### src/rtl/wpb_pkg.sv
package wpb_pkg;
  localparam int ADDR_W      = 32;
  localparam int DWA_W       = ADDR_W - 2;
  localparam int LA_W        = ADDR_W - 5;
  localparam int BEAT_W      = 32;
  localparam int BE_W        = BEAT_W / 8;
  localparam int LINE_DWORDS = 8;
  localparam int LINE_BITS   = BEAT_W * LINE_DWORDS;
  localparam int LINE_BYTES  = LINE_BITS / 8;

  typedef struct packed {
    logic [LA_W-1:0]       tag;
    logic [LINE_BITS-1:0]  data;
    logic [LINE_BYTES-1:0] mask;
    logic                  line;
  } host_req_t;

  // byte lanes of one aligned 8-byte chunk inside a line
  function automatic logic [LINE_BYTES-1:0] chunk_mask(input logic [1:0] c);
    return 32'h0000_00FF << {c, 3'b000};
  endfunction

  // dword address is the final dword of a 2**pw byte page
  function automatic logic page_last(input logic [DWA_W-1:0] dw, input int pw);
    logic [DWA_W-1:0] m;
    m = (30'h1 << (pw - 2)) - 30'h1;
    return (dw & m) == m;
  endfunction

  function automatic logic one_chunk(input logic [LINE_BYTES-1:0] m);
    logic hit;
    hit = 1'b0;
    for (int c = 0; c < 4; c++)
      if ((m & ~chunk_mask(2'(c))) == '0) hit = 1'b1;
    return hit;
  endfunction
endpackage

### src/rtl/wpb_req_queue.sv
module wpb_req_queue
  import wpb_pkg::*;
#(
  parameter int DEPTH = 4,
  localparam int CW = $clog2(DEPTH + 1),
  localparam int PW = (DEPTH > 1) ? $clog2(DEPTH) : 1
) (
  input  logic          clk,
  input  logic          rst_n,
  input  logic          push,
  input  host_req_t     push_req,
  input  logic          pop,
  output host_req_t     head,
  output logic          not_empty,
  output logic [CW-1:0] used
);
  host_req_t        mem [DEPTH];
  logic [PW-1:0]    wr_ptr, rd_ptr;

  assign head      = mem[rd_ptr];
  assign not_empty = (used != '0);

  function automatic logic [PW-1:0] bump(input logic [PW-1:0] p);
    return (p == PW'(DEPTH - 1)) ? '0 : p + 1'b1;
  endfunction

  always_ff @(posedge clk) if (push) mem[wr_ptr] <= push_req;

  always_ff @(posedge clk or negedge rst_n) begin
    if (!rst_n) begin
      wr_ptr <= '0; rd_ptr <= '0; used <= '0;
    end else begin
      if (push) wr_ptr <= bump(wr_ptr);
      if (pop)  rd_ptr <= bump(rd_ptr);
      if (push && !pop)      used <= used + 1'b1;
      else if (pop && !push) used <= used - 1'b1;
    end
  end

  AST_QUEUE_NO_OVERFLOW: assert property (@(posedge clk) disable iff (!rst_n)
    push && !pop |-> used < CW'(DEPTH));
  AST_QUEUE_NO_UNDERFLOW: assert property (@(posedge clk) disable iff (!rst_n)
    pop |-> not_empty);
endmodule

### src/rtl/wpb_target_ctl.sv
module wpb_target_ctl
  import wpb_pkg::*;
#(
  parameter int RETRY_CLKS = 16,
  parameter int PAGE_W = 12,
  localparam int LW = $clog2(RETRY_CLKS + 1)
) (
  input  logic             clk,
  input  logic             rst_n,
  input  logic             bus_start,
  input  logic [DWA_W-1:0] bus_dwaddr,
  input  logic             bus_mwi,
  input  logic             bus_dvalid,
  input  logic             bus_last,
  input  logic             host_out_pend,
  input  logic             q_room,
  input  logic             q_last_slot,
  input  logic             drain_busy,
  input  logic             would_push,
  input  logic             line_gap,
  output logic             tgt_ack,
  output logic             tgt_disc,
  output logic             tgt_retry,
  output logic [DWA_W-1:0] beat_dw,
  output logic             mode_mwi,
  output logic             beat_end
);
  logic          active, got_beat;
  logic [LW-1:0] lat;
  logic          page_end, slot_out, late;

  assign page_end  = page_last(beat_dw, PAGE_W);
  assign slot_out  = would_push && q_last_slot;
  assign late      = (lat == LW'(RETRY_CLKS - 1));
  assign tgt_ack   = active && bus_dvalid && q_room && !drain_busy;
  assign tgt_disc  = tgt_ack && (host_out_pend || page_end || line_gap || slot_out);
  assign beat_end  = tgt_ack && (bus_last || tgt_disc);
  assign tgt_retry = active && !got_beat && !tgt_ack && late;

  always_ff @(posedge clk or negedge rst_n) begin
    if (!rst_n) begin
      active <= 1'b0; got_beat <= 1'b0; lat <= '0; beat_dw <= '0; mode_mwi <= 1'b0;
    end else if (!active) begin
      if (bus_start) begin
        active <= 1'b1; got_beat <= 1'b0; lat <= '0;
        beat_dw <= bus_dwaddr; mode_mwi <= bus_mwi;
      end
    end else if (tgt_ack) begin
      beat_dw  <= beat_dw + 1'b1;
      got_beat <= 1'b1;
      if (beat_end) active <= 1'b0;
    end else if (tgt_retry) begin
      active <= 1'b0;
    end else if (!got_beat) begin
      lat <= lat + 1'b1;
    end
  end

  AST_END_STOPS_BEATS: assert property (@(posedge clk) disable iff (!rst_n)
    beat_end |=> !tgt_ack);
  AST_RETRY_ENDS: assert property (@(posedge clk) disable iff (!rst_n)
    tgt_retry |=> !tgt_ack && !tgt_retry);
  AST_LAT_BOUND: assert property (@(posedge clk) disable iff (!rst_n)
    active && !got_beat |-> lat < LW'(RETRY_CLKS));
  AST_NO_RETRY_AFTER_BEAT: assert property (@(posedge clk) disable iff (!rst_n)
    got_beat |-> !tgt_retry);
endmodule

### src/rtl/wpb_line_packer.sv
module wpb_line_packer
  import wpb_pkg::*;
(
  input  logic              clk,
  input  logic              rst_n,
  input  logic              beat_take,
  input  logic              beat_end,
  input  logic              mwi,
  input  logic              q_room,
  input  logic [DWA_W-1:0]  beat_dw,
  input  logic [BEAT_W-1:0] beat_data,
  input  logic [BE_W-1:0]   beat_be,
  output logic              would_push,
  output logic              line_gap,
  output logic              drain_busy,
  output logic              push,
  output host_req_t         push_req
);
  logic [LINE_BITS-1:0]   buf_data, m_data;
  logic [LINE_BYTES-1:0]  buf_be, m_be;
  logic [LINE_DWORDS-1:0] buf_dv, m_dv, dr_dv;
  logic [LA_W-1:0]        buf_tag;
  logic [2:0]             off;
  logic [1:0]             dr_chunk;
  logic                   full_line, pair_done, beat_push, drain_push;

  assign off = beat_dw[2:0];

  always_comb begin
    m_data = buf_data;
    m_data[{off, 5'b0} +: BEAT_W] = beat_data;
    m_be = buf_be;
    m_be[{off, 2'b0} +: BE_W] = beat_be;
    m_dv = buf_dv;
    m_dv[off] = 1'b1;
  end

  assign full_line  = mwi && (off == 3'd7) && (&m_dv);
  assign line_gap   = mwi && (off == 3'd7) && !(&m_dv);
  assign pair_done  = !mwi && off[0];
  assign would_push = full_line || pair_done;
  assign beat_push  = beat_take && would_push;
  assign drain_push = drain_busy && q_room;
  assign push       = beat_push || drain_push;

  always_comb begin
    dr_chunk = 2'd0;
    for (int c = 3; c >= 0; c--)
      if (buf_dv[2*c +: 2] != 2'b00) dr_chunk = 2'(c);
  end
  assign dr_dv = 8'b0000_0011 << {dr_chunk, 1'b0};

  always_comb begin
    push_req.line = beat_push && full_line;
    if (beat_push) begin
      push_req.tag  = beat_dw[DWA_W-1:3];
      push_req.data = m_data;
      push_req.mask = full_line ? m_be : (m_be & chunk_mask(off[2:1]));
    end else begin
      push_req.tag  = buf_tag;
      push_req.data = buf_data;
      push_req.mask = buf_be & chunk_mask(dr_chunk);
    end
  end

  always_ff @(posedge clk or negedge rst_n) begin
    if (!rst_n) begin
      buf_data <= '0; buf_be <= '0; buf_dv <= '0; buf_tag <= '0; drain_busy <= 1'b0;
    end else if (beat_take) begin
      buf_tag <= beat_dw[DWA_W-1:3];
      if (would_push) begin
        buf_dv <= '0; buf_be <= '0;
      end else begin
        buf_dv <= m_dv; buf_be <= m_be; buf_data <= m_data;
      end
      drain_busy <= beat_end && !would_push;
    end else if (drain_push) begin
      buf_dv     <= buf_dv & ~dr_dv;
      buf_be     <= buf_be & ~chunk_mask(dr_chunk);
      drain_busy <= (buf_dv & ~dr_dv) != '0;
    end
  end

  AST_DRAIN_BLOCKS_BEATS: assert property (@(posedge clk) disable iff (!rst_n)
    drain_busy |-> !beat_take);
  AST_DRAIN_HAS_DATA: assert property (@(posedge clk) disable iff (!rst_n)
    drain_busy |-> buf_dv != '0);
endmodule

### src/rtl/wpb_bridge.sv
module wpb_bridge
  import wpb_pkg::*;
#(
  parameter int Q_DEPTH = 4,
  parameter int RETRY_CLKS = 16,
  parameter int PAGE_W = 12,
  localparam int CW = $clog2(Q_DEPTH + 1)
) (
  input  logic                  clk,
  input  logic                  rst_n,
  input  logic                  bus_start,
  input  logic [DWA_W-1:0]      bus_dwaddr,
  input  logic                  bus_mwi,
  input  logic                  bus_dvalid,
  input  logic [BEAT_W-1:0]     bus_data,
  input  logic [BE_W-1:0]       bus_be,
  input  logic                  bus_last,
  input  logic                  host_out_pend,
  output logic                  tgt_ack,
  output logic                  tgt_disc,
  output logic                  tgt_retry,
  output logic                  hreq_valid,
  input  logic                  hreq_ready,
  output logic [LA_W-1:0]       hreq_line_addr,
  output logic [LINE_BITS-1:0]  hreq_data,
  output logic [LINE_BYTES-1:0] hreq_mask,
  output logic                  hreq_line
);
  logic             q_pop, q_room, q_last_slot, push, would_push, line_gap;
  logic             drain_busy, mode_mwi, beat_end;
  logic [CW-1:0]    q_used;
  logic [DWA_W-1:0] beat_dw;
  host_req_t        push_req, head;

  assign q_pop       = hreq_valid && hreq_ready;
  assign q_room      = q_used < CW'(Q_DEPTH);
  assign q_last_slot = (q_used == CW'(Q_DEPTH - 1)) && !q_pop;

  wpb_target_ctl #(.RETRY_CLKS(RETRY_CLKS), .PAGE_W(PAGE_W)) u_ctl (
    .clk, .rst_n, .bus_start, .bus_dwaddr, .bus_mwi, .bus_dvalid, .bus_last,
    .host_out_pend, .q_room, .q_last_slot, .drain_busy, .would_push, .line_gap,
    .tgt_ack, .tgt_disc, .tgt_retry, .beat_dw, .mode_mwi, .beat_end
  );

  wpb_line_packer u_pack (
    .clk, .rst_n, .beat_take(tgt_ack), .beat_end, .mwi(mode_mwi), .q_room,
    .beat_dw, .beat_data(bus_data), .beat_be(bus_be),
    .would_push, .line_gap, .drain_busy, .push, .push_req
  );

  wpb_req_queue #(.DEPTH(Q_DEPTH)) u_queue (
    .clk, .rst_n, .push, .push_req, .pop(q_pop), .head,
    .not_empty(hreq_valid), .used(q_used)
  );

  assign hreq_line_addr = head.tag;
  assign hreq_data      = head.data;
  assign hreq_mask      = head.mask;
  assign hreq_line      = head.line;

  AST_HOLD_REQ: assert property (@(posedge clk) disable iff (!rst_n)
    hreq_valid && !hreq_ready |=> hreq_valid && $stable(hreq_line_addr)
      && $stable(hreq_mask) && $stable(hreq_line));
  AST_PARTIAL_ONE_CHUNK: assert property (@(posedge clk) disable iff (!rst_n)
    hreq_valid && !hreq_line |-> one_chunk(hreq_mask));
endmodule

### config.mk
export PLATFORM = sky130hd
export DESIGN_NAME = wpb_bridge
export DESIGN_NICKNAME = d
export VERILOG_FILES = /design/src/rtl/wpb_pkg.sv /design/src/rtl/wpb_req_queue.sv /design/src/rtl/wpb_target_ctl.sv /design/src/rtl/wpb_line_packer.sv /design/src/rtl/wpb_bridge.sv
export SDC_FILE = /design/constraint.sdc
export NUM_CORES = 2
export LEC_CHECK = 0
export CAP_MARGIN = 25
export CORE_MARGIN = 5
export CORE_UTILIZATION = 40
export CTS_CLUSTER_SIZE = 14
export DETAILED_ROUTE_END_ITERATION = 10
export SKIP_LAST_GASP = 1
export SYNTH_ARGS = -nofsm -noshare
export SYNTH_HDL_FRONTEND = slang
export SYNTH_HIERARCHICAL = 1
export SYNTH_SLANG_ARGS = --single-unit
### constraint.sdc
create_clock -name clk -period 9.7 [get_ports clk]
set_input_delay 1.94 -clock clk [delete_from_list [all_inputs] [get_ports clk]]
set_output_delay 1.94 -clock clk [all_outputs]
set_load 0.005 [all_outputs]
# Yosys cells after proc, flatten, opt, wreduce, memory -nomap -nowiden
# Memories as Yosys holds them, arrays and structs flattened.
# Index checks and enable logic that the tools add are counted.
# word_totals
regBits	369
memories	1
word_cells	141
inputBits	74
out_inout_bits	320
ram_bits	1264
# memory_table
memory	words	width	rd	rd_clocked_by_memory_dff	wr	line_no	text
u_queue.mem	4	316	1	0	1	wpb_req_queue.sv:17	host_req_t mem [DEPTH];
# op_classes
n_bitwise	9
n_eq_ne	10
magnitude_cmp	3
n_mux	40
n_reduce_logical	50
shift	7
n_addsub	8
# op_table
cell	n
two-way mux 315 bit	1
bitwise mux 256 bit	1
variable shift 32 x 10 -> 256 bit (first input constant)	1
indexed part select 32 x 10 -> 256 bit	1
two-way mux 32 bit	4
bitwise AND 32 bit	3
two-way mux 30 bit	3
left shift 8 x 5 -> 32 bit (first input constant)	2
bitwise mux 32 bit	1
inverter 32 bit	1
variable shift 4 x 7 -> 32 bit (first input constant)	1
indexed part select 4 x 7 -> 32 bit	1
adder 30 x 1 -> 30 bit (second input constant)	1
two-way mux 5 bit	5
two-way mux 8 bit	3
logical AND 1 bit	22
nonzero test 2 bit	7
two-way mux 1 bit	13
two-way mux 2 bit	6
equality test 10 bit (second input constant)	1
negator 8 -> 10 bit	1
bitwise AND 8 bit	1
logical NOT 1 bit	8
inverter 8 bit	1
25 further kinds	38

# Longest topological paths before layout
# logic_depth
word_depth	16
depth_mapped	14
depth_no_buf	12

# By module
# The synthesis kept the hierarchy.
# modules_own_cells
mod	cells_each	area_each_um2	seq_area_each_um2	instances
wpb_req_queue	1687	45914.0	38131.6	1
wpb_line_packer	1543	15990.3	8107.8	1
wpb_target_ctl	279	2327.2	950.9	1
wpb_bridge	4	26.3	0.0	1

# Least setup slack after synthesis
# Ideal clock, no wire load.
# synth_timing
path_kind	input port to flip-flop
start	input bus_dvalid
end	memory u_queue/mem[3][0] (netlist name) (enable)
path_slack_ns	-1.624
setup_time_ns	0.718
cell_stages	8
path_buffers	2
required_time_ns	8.982
arrival_ns	10.606
cell_sequence	nand4b_1 -> clkinv_1 -> clkbuf_1 -> inv_1 -> or2_2 -> clkbuf_1 -> nand3_1 -> and2_1
# synth_between
elab_chain_cells	7
# synth_lines
item	line_no	text
start, declared	wpb_bridge.sv:14	input logic bus_dvalid,
logical AND 1 bit (3 in series)	wpb_target_ctl.sv:35	assign tgt_ack = active && bus_dvalid && q_room && !drain_busy;
net tgt_ack	wpb_bridge.sv:19	output logic tgt_ack,
logical AND 1 bit	wpb_line_packer.sv:42	assign beat_push = beat_take && would_push;
logical OR 1 bit	wpb_line_packer.sv:44	assign push = beat_push || drain_push;
net push	wpb_bridge.sv:29	logic q_pop, q_room, q_last_slot, push, would_push, line_gap;
two-way mux 1 bit	wpb_req_queue.sv:27	always_ff @(posedge clk) if (push) mem[wr_ptr] <= push_req;
two-way mux 1 bit (implied by the code)	wpb_req_queue.sv:27	
end, declared	wpb_req_queue.sv:17	
# The timed path passes the listed nets, and every way through them passes these cells.

# Final worst setup path
# layout_timing
start	input bus_dvalid
end	output tgt_retry
# layout_between
elab_chain_cells	6
# layout_lines
item	line_no	text
logical AND 1 bit (3 in series)	wpb_target_ctl.sv:35	
logical NOT 1 bit	wpb_target_ctl.sv:38	assign tgt_retry = active && !got_beat && !tgt_ack && late;
logical AND 1 bit (2 in series)	wpb_target_ctl.sv:38	
end, declared	wpb_bridge.sv:21	output logic tgt_retry,
# Every way passes these cells.

==> out/metrics.yaml <==
power.leakage_nw: 26.73
power_frac_comb_pct: 30.5
fin_skew_ns: 0.03231
io-pin-count: 394
clk_latency_ns: 0.79
path_class: "input port to primary output"
synth_top_cell_by_area: "edfxtp_1"
vias: 33140
place.gp.congestion: 0.7656
fp.dieH_um: 410.8
tightest_slew_ns: 1.183
viasPerCell: 5.324
grt_pass1_wl_mm: 235.5
grt_max_degree: 132
share_seq_of_total_power_pct: 42.4
r2r_start: "u_ctl/beat_dw[2]$_DFFE_PN0P_"
grt_overflow: 0
p_switching_mw: 6.837
total_power_mw: 22.98
portBuffers: 393
drv_cap: 0
slew_headroom_pct: 21.12
grtUsageTotal_pct: 19.00
final.setup.tns_ns: 0
cts_tree: "built"
end_kind: "primary output"
syn_area_um2: 64260
hold_end: "u_pack/buf_data[102]$_DFFE_PN0P_"
postCtsSetupBuffers: 0
reg2regPathDepth: 7
cts_resized: 0
place_area_um2: 70580
p_clk_share_pct: 27.1
internal-power_mw: 16.14
avgSynthCellArea_um2: 18.29
status: "completed"
drive_gt1_share_pct: 22.00
cts_max_level: 4
layout.nets: 4009
finalSetupViolCount: 0
rsz0062_at_grt: "false"
postSynthCellCount: 3513
ant_nets: 0
crit_required_ns: 7.76
ys_seq_elements: 1633
arrival_ns: 4.55
fin_util_pct: 47.40
slew_violations: 0
cp-start-kind: "input port"
ys_seq_area_share_pct: 73.44
final.min_clock_period_ns: 6.489
p_per_area_nw_per_um2: 302.6
synth_cell_types: 70
syn_nets: 3601
drt-initial-drc-count: 2493
first_pass_iters: 6
die_w_um: 410.8
hold_start: "u_pack/buf_data[102]$_DFFE_PN0P_"
design.core.area_um2: 160200
hold_buffers: 0
yosys_warnings: 6
antenna_found_initial: 5
netlist_top_cells_area: "edfxtp_1, dfrtp_1, mux4_2"
path_clk_slew_ns: 0.06
clock_path_buffers: 3
worstReg2RegEnd: "u_queue/mem[0][306]$_DFFE_PP_"
post_drt_wl_per_cell_um: 25.95
grt_pass1_vias: 33140
cts_root_buf: "clkbuf_16"
synth_edf_count: 1264
cts_sinks: 1633
synth_top_area_share_pct: 59.07
routed_wl_mm: 161.5
swShare_pct: 29.75
crit_fanout: 34
holdWs_ns: 0.4767
timing.fmax_mhz: 154.1
holdCritPathClass: "flip-flop to flip-flop"
initial_utilization_pct: 40.11
hold_viol_final: 0
numCtsBuffers: 169
num_rows: 147
async_flop_share_pct: 22.60
layout_worst_path_cycle_share_pct: 66.89
ir_drop_v: 0.0002439
r2r_setup_slack_ns: 5.02
area_growth_pct: 18.18
postLayoutCellArea_um2: 75940
min_path_cells: 2
synth_flop_cell: "edfxtp_1"
drc_errors: 0
dieArea_um2: 168800
hpwlAfterDp_mm: 94.77
[cell type report]
cell class,instances,area (um2)
timing repair buffer,459,4651
clock buffer,243,4690
multi-input combinational,1640,15970
sequential,1633,47200
clock inverter,70,649.4
fill,13510,84260
inverter,18,67.56
antenna,2,5.005
tap,2160,2703
[Yosys cell counts, types with 16 or more instances]
master	n
dfrtp_1	369
clkbuf_1	122
a21oi_1	49
a22o_1	59
nand3_1	23
mux4_2	316
inv_1	16
nor2_1	53
mux2_1	48
mux2_2	193
buf_4	35
o22ai_1	16
buf_6	17
edfxtp_1	1264
o21ai_0	267
nand2_1	409
mux2_4	44
buf_2	39
[worst max-delay path, cell delays in order]
cell and delay, ns:
clkdlybuf4s50_1 0.48, nand4b_1 0.24, clkinv_1 0.39, buf_4 0.42, or3_1 0.44, inv_1 0.08
clkdlybuf4s50_1 0.51
[worst max path at each step]
stage / start / endpoint / slack [ns]
final: bus_dvalid / tgt_retry / 3.21
after CTS: bus_dvalid / tgt_retry / 3.18
after global routing: bus_dvalid / tgt_retry / 3.05
after floorplan: bus_dvalid / u_queue/mem[3][0]$_DFFE_PP_ / 1.94
after global placement: bus_dvalid / tgt_retry / 3.22
after detailed placement: bus_dvalid / tgt_retry / 3.21
[power groups by stage]
stage | Clock (mW) | Combinational (mW) | Sequential, mW
detailed placement | 0 | 7.17 | 9.88
finish | 6.23 | 7.01 | 9.74
floorplan | 0 | 4.02 | 9.66
CTS | 6.38 | 7.20 | 9.75
global route | 6.69 | 7.59 | 9.86
global placement | 0 | 7.10 | 9.84
[per-stage QoR]
stage	setup WS [ns]	instances
floorplan	1.940	3513
global placement	3.218	5907
detailed placement	3.206	5909
CTS	3.185	6222
global route	3.054	6223
finish	3.211	6225
[cell families after synthesis]
kind of cell / count (synthesis) / share of synthesized area, %
buffers and inverters: 240 / 1.881
multiplexers: 604 / 16.37
flip-flops: 1633 / 73.44
AND/OR/NAND/NOR: 567 / 3.813
adder cells (fa/ha/maj): 15 / 0.2999
AO/OA/AOI/OAI: 449 / 4.126
XOR/XNOR: 5 / 0.06815
[layout by cell type (no fill, tap or decap), types with 28 or more instances in the layout]
master | netlist | final
clkinv_2 | 0 | 28
nand2_1 | 409 | 408
mux2_1 | 48 | 48
edfxtp_1 | 1264 | 1264
mux2_2 | 193 | 193
clkdlybuf4s50_1 | 0 | 392
o21ai_0 | 267 | 267
nor2_1 | 53 | 53
clkbuf_1 | 122 | 58
mux4_2 | 316 | 316
buf_4 | 35 | 48
mux2_4 | 44 | 44
a22o_1 | 59 | 59
dfrtp_1 | 369 | 365
clkbuf_16 | 0 | 171
a21oi_1 | 49 | 49
[state kept, by name (all words and copies together), names as in the netlist]
signal / count
u_ctl/active: 1
u_ctl/beat_dw: 30
u_ctl/got_beat: 1
u_ctl/lat: 5
u_ctl/mode_mwi: 1
u_pack/buf_be: 32
u_pack/buf_data: 256
u_pack/buf_dv: 8
u_pack/buf_tag: 27
u_pack/drain_busy: 1
u_queue/mem: 1264
u_queue/rd_ptr: 2
u_queue/used: 3
u_queue/wr_ptr: 2
[layer usage]
layer	global-route usage, %	wire length, um	vias to the layer above
li1	-	-	14580
met1	26.78	70470	17490
met2	30.77	78780	885
met3	3.775	9039	185
met4	4.384	3210	2
met5	0	13	-
No activity file was read; power rests on OpenSTA's default activity.
